===== src/rtl/fat_pkg.sv =====
package fat_pkg;

   typedef enum logic [1:0] {
      BURST_32  = 2'd0,
      BURST_64  = 2'd1,
      BURST_128 = 2'd2,
      BURST_256 = 2'd3
   } burst_code_e;

   localparam int unsigned BURST_BASE_BYTES = 32;

   function automatic int unsigned burst_size(input burst_code_e code);
      return BURST_BASE_BYTES << code;
   endfunction

endpackage


===== src/rtl/fat_cfg_regs.sv =====
module fat_cfg_regs
   import fat_pkg::*;
#(
   parameter int unsigned DEPTH_W   = 13,
   parameter int unsigned DEPTH_RST = 4096
) (
   input  logic               clk,
   input  logic               rst_n,
   input  logic               chan_en,
   input  logic               cfg_wr,
   input  logic [DEPTH_W-1:0] cfg_depth,
   input  logic [1:0]         cfg_burst,
   input  logic               cfg_pkt_mode,
   output logic               load,
   output logic [DEPTH_W-1:0] depth_q,
   output burst_code_e        burst_q,
   output logic               pkt_q
);

   localparam logic [DEPTH_W-1:0] DEPTH_INIT = DEPTH_W'(DEPTH_RST);

   initial begin
      if (DEPTH_RST >= (1 << DEPTH_W))
         $fatal(1, "fat_cfg_regs: reset depth does not fit the depth field");
   end

   assign load = cfg_wr & ~chan_en;

   always_ff @(posedge clk or negedge rst_n) begin
      if (!rst_n) begin
         depth_q <= DEPTH_INIT;
         burst_q <= BURST_64;
         pkt_q   <= 1'b0;
      end else if (load) begin
         depth_q <= cfg_depth;
         burst_q <= burst_code_e'(cfg_burst);
         pkt_q   <= cfg_pkt_mode;
      end
   end

endmodule


===== src/rtl/fat_occupancy.sv =====
module fat_occupancy
   import fat_pkg::*;
#(
   parameter int unsigned DEPTH_W     = 13,
   parameter int unsigned PHYS_BYTES  = 4096,
   parameter int unsigned PHASE_BYTES = 16,
   parameter int unsigned HDR_PHASES  = 2
) (
   input  logic               clk,
   input  logic               rst_n,
   input  logic               chan_en,
   input  logic [DEPTH_W-1:0] depth_q,
   input  burst_code_e        burst_q,
   input  logic               pkt_q,
   input  logic               fetch_issue,
   input  logic               drain_vld,
   input  logic [DEPTH_W:0]   drain_bytes,
   output logic [DEPTH_W:0]   free_bytes,
   output logic [DEPTH_W:0]   burst_bytes,
   output logic               fetch_ok,
   output logic               cfg_err
);

   localparam int unsigned OCC_W   = DEPTH_W + 1;
   localparam int unsigned SUM_W   = OCC_W + 1;
   localparam int unsigned HDR_B   = HDR_PHASES * PHASE_BYTES;
   localparam logic [OCC_W-1:0] PHYS = OCC_W'(PHYS_BYTES);

   initial begin
      if (PHYS_BYTES >= (1 << OCC_W))
         $fatal(1, "fat_occupancy: physical storage exceeds occupancy range");
      if (PHYS_BYTES < 256 + HDR_B)
         $fatal(1, "fat_occupancy: physical storage below largest burst plus header");
   end

   logic [OCC_W-1:0] occ_q;
   logic [OCC_W-1:0] eff_depth;
   logic [OCC_W-1:0] depth_ext;
   logic [SUM_W-1:0] need_bytes;
   logic [SUM_W-1:0] after_fetch;
   logic [SUM_W-1:0] drain_amt;
   logic             accept;

   assign depth_ext   = OCC_W'(depth_q);
   assign burst_bytes = OCC_W'(burst_size(burst_q));

   // Clamp only when the field can express more than the physical storage.
   generate
      if ((1 << DEPTH_W) - 1 > PHYS_BYTES) begin : g_clamp
         assign eff_depth = (depth_ext > PHYS) ? PHYS : depth_ext;
      end else begin : g_direct
         assign eff_depth = depth_ext;
      end
   endgenerate

   // Header room is only reserved for packet-mode channels.
   generate
      if (HDR_B > 0) begin : g_hdr
         assign need_bytes = SUM_W'(burst_bytes) + (pkt_q ? SUM_W'(HDR_B) : '0);
      end else begin : g_nohdr
         assign need_bytes = SUM_W'(burst_bytes);
      end
   endgenerate

   assign cfg_err    = (SUM_W'(depth_ext) < need_bytes) | (depth_ext > PHYS);
   assign free_bytes = (eff_depth > occ_q) ? (eff_depth - occ_q) : '0;
   assign fetch_ok   = chan_en & ~cfg_err & (free_bytes >= burst_bytes);
   assign accept     = fetch_issue & fetch_ok;

   assign after_fetch = SUM_W'(occ_q) + (accept ? SUM_W'(burst_bytes) : '0);
   assign drain_amt   = drain_vld ? SUM_W'(drain_bytes) : '0;

   always_ff @(posedge clk or negedge rst_n) begin
      if (!rst_n) begin
         occ_q <= '0;
      end else if (after_fetch > drain_amt) begin
         occ_q <= OCC_W'(after_fetch - drain_amt);
      end else begin
         occ_q <= '0;
      end
   end

endmodule


===== src/rtl/fat_credit.sv =====
module fat_credit #(
   parameter int unsigned CREDIT_W = 3
) (
   input  logic                clk,
   input  logic                rst_n,
   input  logic                chan_en,
   input  logic                load,
   input  logic [CREDIT_W-1:0] load_val,
   input  logic                req_submit,
   input  logic                rsp_recv,
   output logic [CREDIT_W-1:0] credit_cnt,
   output logic                submit_ok,
   output logic                credit_ovf
);

   localparam logic [CREDIT_W-1:0] CMAX = '1;

   initial begin
      if (CREDIT_W < 1 || CREDIT_W > 16)
         $fatal(1, "fat_credit: credit width out of range");
   end

   logic take;
   logic give;

   assign submit_ok = chan_en & (credit_cnt != '0);
   assign take      = req_submit & submit_ok;
   assign give      = rsp_recv;

   always_ff @(posedge clk or negedge rst_n) begin
      if (!rst_n) begin
         credit_cnt <= '0;
         credit_ovf <= 1'b0;
      end else if (load) begin
         credit_cnt <= load_val;
      end else if (take && !give) begin
         credit_cnt <= credit_cnt - 1'b1;
      end else if (give && !take) begin
         if (credit_cnt == CMAX) credit_ovf <= 1'b1;
         else                    credit_cnt <= credit_cnt + 1'b1;
      end
   end

endmodule


===== src/rtl/fetch_admit_tracker.sv =====
module fetch_admit_tracker
   import fat_pkg::*;
#(
   parameter int unsigned DEPTH_W     = 13,
   parameter int unsigned DEPTH_RST   = 4096,
   parameter int unsigned PHYS_BYTES  = 4096,
   parameter int unsigned PHASE_BYTES = 16,
   parameter int unsigned HDR_PHASES  = 2,
   parameter int unsigned CREDIT_W    = 3
) (
   input  logic                clk,
   input  logic                rst_n,
   input  logic                chan_en,
   input  logic                cfg_wr,
   input  logic [DEPTH_W-1:0]  cfg_depth,
   input  logic [1:0]          cfg_burst,
   input  logic                cfg_pkt_mode,
   input  logic [CREDIT_W-1:0] cfg_credit,
   input  logic                fetch_issue,
   input  logic                drain_vld,
   input  logic [DEPTH_W:0]    drain_bytes,
   input  logic                req_submit,
   input  logic                rsp_recv,
   output logic                fetch_ok,
   output logic                submit_ok,
   output logic [DEPTH_W:0]    free_bytes,
   output logic [CREDIT_W-1:0] credit_cnt,
   output logic                cfg_err,
   output logic                credit_ovf
);

   logic               load;
   logic [DEPTH_W-1:0] depth_q;
   burst_code_e        burst_q;
   logic               pkt_q;
   logic [DEPTH_W:0]   burst_bytes;

   fat_cfg_regs #(
      .DEPTH_W   (DEPTH_W),
      .DEPTH_RST (DEPTH_RST)
   ) u_cfg (
      .clk          (clk),
      .rst_n        (rst_n),
      .chan_en      (chan_en),
      .cfg_wr       (cfg_wr),
      .cfg_depth    (cfg_depth),
      .cfg_burst    (cfg_burst),
      .cfg_pkt_mode (cfg_pkt_mode),
      .load         (load),
      .depth_q      (depth_q),
      .burst_q      (burst_q),
      .pkt_q        (pkt_q)
   );

   fat_occupancy #(
      .DEPTH_W     (DEPTH_W),
      .PHYS_BYTES  (PHYS_BYTES),
      .PHASE_BYTES (PHASE_BYTES),
      .HDR_PHASES  (HDR_PHASES)
   ) u_occ (
      .clk         (clk),
      .rst_n       (rst_n),
      .chan_en     (chan_en),
      .depth_q     (depth_q),
      .burst_q     (burst_q),
      .pkt_q       (pkt_q),
      .fetch_issue (fetch_issue),
      .drain_vld   (drain_vld),
      .drain_bytes (drain_bytes),
      .free_bytes  (free_bytes),
      .burst_bytes (burst_bytes),
      .fetch_ok    (fetch_ok),
      .cfg_err     (cfg_err)
   );

   fat_credit #(
      .CREDIT_W (CREDIT_W)
   ) u_crd (
      .clk        (clk),
      .rst_n      (rst_n),
      .chan_en    (chan_en),
      .load       (load),
      .load_val   (cfg_credit),
      .req_submit (req_submit),
      .rsp_recv   (rsp_recv),
      .credit_cnt (credit_cnt),
      .submit_ok  (submit_ok),
      .credit_ovf (credit_ovf)
   );

endmodule


===== config.mk =====
export PLATFORM = sky130hd
export DESIGN_NAME = fetch_admit_tracker
export DESIGN_NICKNAME = d
export VERILOG_FILES = /design/src/rtl/fat_pkg.sv /design/src/rtl/fat_cfg_regs.sv /design/src/rtl/fat_occupancy.sv /design/src/rtl/fat_credit.sv /design/src/rtl/fetch_admit_tracker.sv
export SDC_FILE = /design/constraint.sdc
export NUM_CORES = 1
export LEC_CHECK = 0
export BUFFER_PORTS_ARGS = -buffer_cell sky130_fd_sc_hd__buf_2
export CORE_MARGIN = 2
export CORE_UTILIZATION = 30
export CTS_CLUSTER_DIAMETER = 100
export DETAILED_ROUTE_END_ITERATION = 6
export REMOVE_ABC_BUFFERS = 1
export SKIP_LAST_GASP = 1
export SYNTH_ARGS = -nofsm -noshare
export SYNTH_HDL_FRONTEND = slang
export SYNTH_SLANG_ARGS = --single-unit

===== constraint.sdc =====
create_clock -name clk -period 8.2 [get_ports clk]
set_input_delay 0.41 -clock clk [delete_from_list [all_inputs] [get_ports clk]]
set_output_delay 0.41 -clock clk [all_outputs]
set_load 0.005 [all_outputs]

==> metrics, run 1 <==
sequential area share after synthesis between 20 and 30%; Residual DRC 0; post-cts resize count 0; Synth Area in Compound Gates ~18%; CP max-delay cell o21ai_1; Hold Violations, Final 0; clk slew on worst S/H paths 70 ps; WHS between 200 and 250 ps; WL/cell ~15 um; proportion of synthesized area in mux cells 0.5970%; simple-gate portion of the synthesized area about a quarter; MaxCap Viol Count 0; total track usage between 10% and 20%; NumNets Final 569; Clock Latency Late Sink 290 ps; routed via count 3,122; status finished, final reports clean; DR pass1 iterations 4; RSZ-0062 raised after global routing no; Synth Cell Area between 3000 and 4000 um^2; Post-Syn Instances 422; RePlAce Congestion between 0.8 and 0.9; CP Class flop to flop; Final period util 88.26%; total core area approximately 11,000 um^2; hold_buf cts 0; CTS tree done; postcts setup bufs 0; Max stage delay on crit path about 480 ps; Synth top area share between 20% and 30%; area of the multi-input gates about 2300 um^2; asr flop ratio synth 100.0%; critical path arrival 7400 ps; CTS sink cnt 34; largest area contributor in the netlist dfrtp_1; endpoints failing setup 0; Yosys cell types 58; H-tree lvl count 2; vias in the first global route between 3,000 and 4,000; initial core utilization ~30%; root buffer cell clkbuf_8; PwrDens about 340 nW/um^2; min-delay worst type input port to async pin; number of I/O port buffers 61; Post-synth EDFFs 0; Synth area leaders dfrtp_1 (24%), ha_1 (16%), nand2_1 (9.6%); antenna-violating nets left 0; die area 12,040 um^2; post-synthesis xor/xnor area fraction 8.097%; pin count of the biggest net entering global routing 35; main combinational cell family by area after synthesis simple AND/OR/NAND/NOR gates; Syn-to-layout area delta 16.60%; peak supply drop between 100 and 150 uV; cell with the most instances after synthesis nand2_1; clk_skew about 7.0 ps; GRT overflow 0; fin cells 622; Initial DRC Count ~140; first-pass GRT wire length between 10,000 and 15,000 um; FILL cells between 1,000 and 1,500; Critical Path RT around 8400 ps; Die Y-Extent about 110 um; Clock Tree Buf Depth 2; adder-cell share of the synthesized area a little under a fifth; crit path max fanout 14; worst r2r path cells 32; flop and latch count out of synthesis 34; setup TNS 0 ps; min cycle time layout between 7000 and 8000 ps; warnings from Yosys 0; fmax roughly 140 MHz; Post-Place Cells approximately 620; DIE WIDTH 109.7 um; antenna violations before repair 0; post-layout util 35.91%; top_reg_cell synth dfrtp_1; Leakage Power ~1.9 nW; FF+latch area 853.3 um^2; std cell rows 38; Startpoint Class flop; Routed WL 9037 um; final max-slew violation count 0; crit end category flop; number of buffers created by CTS 5; Final HPWL DP between 7000 and 8000 um; io pins 62; # diodes 0; Synth top cells by count nand2_1 (86), nor2_1 (45), ha_1 (42); Slew headroom 29.63%; ratio of cells with drive above 1 in the final layout between 10% and 20%; Avg Inst Size Synth 7.946 um^2; DR vias/cell 5.019; Slew @ Worst Pin about 1100 ps
[path summary, 6_finish.rpt]
kind	start	end	slack, ps
max in group asynchronous	rst_n	u_crd.credit_cnt[1]	7490
setup reg to reg	u_cfg.depth_q[8]	u_occ.occ_q[4]	960
hold / removal	rst_n	u_occ.occ_q[4]	200
min in group clk	cfg_burst[0]	u_cfg.burst_q[0]	310
setup / recovery	u_cfg.depth_q[8]	u_occ.occ_q[4]	960
hold reg to reg	u_crd.credit_ovf	u_crd.credit_ovf	470
[worst max-delay path, delay by kind of cell (launching register included)]
family                   cells  cell delay [ps]
AO/OA/AOI/OAI               11             2630
adder cells (fa/ha/maj)      5             1540
AND/OR/NAND/NOR             14             2130
XOR/XNOR                     1              140
flip-flops                   1              440
buffers and inverters        1              250
[cells by family after synthesis]
logic type	count (synthesis)
and+or+nand+nor	187
AOI/OAI and AO/OA	81
adders and majority gates	46
buffers and inverters	41
DFF	34
xor gates and xnor gates	31
muxes	2
[final cells by class]
type / instances / share of cell area [%]
repair buffers: 62 / 8.000
well taps: 140 / 4.480
clock buffers: 6 / 2.112
flip-flops and latches: 34 / 21.82
inverters: 32 / 3.072
clock inverters: 1 / 0.7680
multi-input cells: 347 / 59.74
[power breakdown]
group | total, mW | switching [mW] | internal (mW)
Clock | 0.159 | 0.0615 | 0.0973
Sequential | 0.256 | 0.0430 | 0.213
Combinational | 0.923 | 0.525 | 0.399
[state kept, by name, summed over array words and instances, names as in the netlist]
name and cells:
u_crd.credit_ovf 1, u_cfg.depth_q 13, u_crd.credit_cnt 3, u_cfg.burst_q 2
u_cfg.pkt_q 1, u_occ.occ_q 14
[per-stage QoR]
step | power (mW) | setup slack, ps | area [um^2]
detailed placement | 1.177 | 1078 | 3797
finish | 1.338 | 962.6 | 3910
CTS | 1.344 | 1036 | 3910
global placement | 1.166 | 1324 | 3797
global route | 1.467 | 360.9 | 3910
floorplan | 0.9188 | 1814 | 3309
[layout by cell type (no fill, tap or decap), drive strengths merged, types with 3 or more instances in the layout]
cell and instances:
o21bai 3, nand3 3, o21ai 15, and2 4
clkbuf 6, fa 4, a211oi 3, dfrtp 32
nand4 8, xor2 10, inv 32, nor2b 15
nand2b 8, ha 42, nand2 86, a21oi 27
xnor2 21, buf 62, o21a 5, nor2 45
nor3 7, a21o 5
[layer usage]
metal / up-vias / share of wire (%) / GRT usage [%] / routed length, um
li1: 1560 / - / - / -
met1: 1479 / 47 / 20.74 / 4220
met2: 71 / 47 / 25.79 / 4235
met3: 12 / 4.7 / 2.608 / 427
met4: 0 / 1.7 / 3.978 / 153
met5: - / 0 / 0 / 0
Note: power is estimated with default switching activity, not from simulation.
==> run 2, diff against run 1 <==
PLACE_DENSITY = 0.59   (was default)
==> metrics, run 2 (synthesis gave the netlist of run 1 again) <==
status finished, final reports clean; Syn-to-layout area delta 17.35%; pin count of the biggest net entering global routing 35 (unchanged); min-delay worst type input port to async pin; NumNets Final 569 (unchanged); peak supply drop 129.7 uV (+25%); die area 12,040 um^2 (unchanged); routed via count 3,074 (-1.5%); FILL cells 1,149 (-0.43%); Clock Tree Buf Depth 2 (unchanged); Initial DRC Count 157 (+14%); Startpoint Class flop; final max-slew violation count 0 (unchanged); Residual DRC 0 (unchanged); clk slew on worst S/H paths 80 ps (about the same); Hold Violations, Final 0 (unchanged); WL/cell 13.99 um (-3.7%); RSZ-0062 raised after global routing no; # diodes 0 (unchanged); CP max-delay cell dfstp_2; GRT overflow 0 (unchanged); total core area 10,890 um^2 (unchanged); setup TNS 0 ps (unchanged); Routed WL 8713 um (-3.6%); initial core utilization 30.80% (unchanged); Leakage Power 1.935 nW (+0.57%); H-tree lvl count 2 (unchanged); RePlAce Congestion 0.9278 (+6.8%); fmax 148.2 MHz (+7.2%); DIE WIDTH 109.7 um (unchanged); CTS sink cnt 34 (unchanged); CTS tree done; DR pass1 iterations 4 (unchanged); Reg2Reg Launch Point u_cfg.depth_q[12]; crit end category flop; endpoints failing setup 0 (unchanged); Max stage delay on crit path 670 ps (+190 ps); postcts setup bufs 0 (unchanged); ratio of cells with drive above 1 in the final layout 16.98% (+0.17 points); Critical Path RT 8360 ps (about the same); clock group share of total power 13.8% (+1.9 points); MaxCap Viol Count 0 (unchanged); clk_skew 13.87 ps (+6.849 ps); vias in the first global route 2,966 (-4.8%); number of I/O port buffers 61 (unchanged); antenna violations before repair 0 (unchanged); root buffer cell clkbuf_8; Net Sw Frac 46.04% (-0.97 points); Final period util 82.30% (-6.0 points); fin cells 623 (+0.16%); Slew headroom 24.83% (-4.8 points); Clock Latency Late Sink 290 ps (about the same); crit path max fanout 14 (unchanged); first-pass GRT wire length 14,100 um (-3.7%); Die Y-Extent 109.7 um (unchanged); commonest non-fill, non-tap cell in the layout nand2_1; critical path arrival 6910 ps (-490 ps); min cycle time layout 6749 ps (-488.8 ps); Worst setup startpoint u_cfg.depth_q[12]; Pint 0.7337 mW (+3.4%); number of buffers created by CTS 5 (unchanged); hold_buf cts 0 (unchanged); antenna-violating nets left 0 (unchanged); Comb power frac 67.4% (-1.6 points); DR vias/cell 4.934 (-1.7%); CP Class flop to flop; io pins 62 (unchanged); Post-Place Cells 615 (unchanged); std cell rows 38 (unchanged); PwrDens 345.5 nW/um^2 (+0.94%); max reg flops 14 (unchanged); most frequent cells in the layout nand2_1 (86), buf_2 (61), nor2_1 (45); Final HPWL DP 7214 um (-3.2%); Top Registers u_occ.occ_q: 14 flops, u_cfg.depth_q: 13 flops, u_crd.credit_cnt: 3 flops; Biggest register u_occ.occ_q; post-cts resize count 0 (unchanged); Sw Pwr 0.6260 mW (-0.50%); Slew @ Worst Pin 1125 ps (+71.85 ps); total track usage 15.05% (-0.43 points); sequential power share 18.9% (-0.3 points)
==> run 2: cell types whose count changed in the layout (fill, tap and decap cells not counted) <==
cell / delta
bufinv_16: +1
clkbuf_8: -1
clkinv_4: +1
==> run 2: worst paths after layout <==
kind	depth (start not counted)	end	slack (ps)
max	30	u_occ.occ_q[9]	1450
min	1	u_crd.credit_cnt[0]	200
max reg2reg	30	u_occ.occ_q[9]	1450
min reg2reg	1	u_crd.credit_ovf	470
max in group asynchronous	1	u_occ.occ_q[11]	7500
min in group clk	3	u_cfg.burst_q[0]	300
==> run 2: layout make-up <==
cell class              count  area (um^2)  area share, %
multi-input cells         347         2336          59.36
clock buffers               5        68.82          1.749
flip-flops and latches     34        853.3          21.69
repair buffers             62        312.8          7.949
well taps                 140        175.2          4.452
inverters                  32        120.1          3.052
clock inverters             3        68.82          1.749
==> run 2: worst max-delay path, delay by kind of cell (launching register included) <==
kind                     cells  cell delay (ps)
AO/OA/AOI/OAI               10             2160
XOR/XNOR                     1              130
adder cells (fa/ha/maj)      6             1880
buffers and inverters        1               60
flip-flops                   1              670
AND/OR/NAND/NOR             12             1720
==> run 2: power groups by stage <==
stage	Combinational, mW	Clock [mW]	Sequential [mW]
after floorplan	0.670	0	0.249
after global placement	0.903	0	0.259
after detailed placement	0.906	0	0.260
after CTS	0.913	0.192	0.257
after global routing	1.02	0.201	0.264
final	0.916	0.188	0.256
==> run 2: through the flow <==
stage	worst slack, ps	power (mW)	hold slack [ps]	util, %	area (um^2)
after detailed placement	1513	1.166	462.6	34.88	3797
after global routing	941.1	1.489	265.0	36.14	3935
final	1451	1.360	198.0	36.14	3935
after CTS	1486	1.362	227.0	36.14	3935
after global placement	1720	1.162	446.3	34.88	3797
after floorplan	1814	0.9188	114.4	-	3309
==> run 2: routing by layer <==
layer  up-vias  share of wire (%)  global-route usage [%]
li1       1564                  -                       -
met5         -                  0                       0
met4         0                1.6                   3.526
met1      1426                 49                   20.88
met2        71                 45                   24.47
met3        13                4.8                   2.430
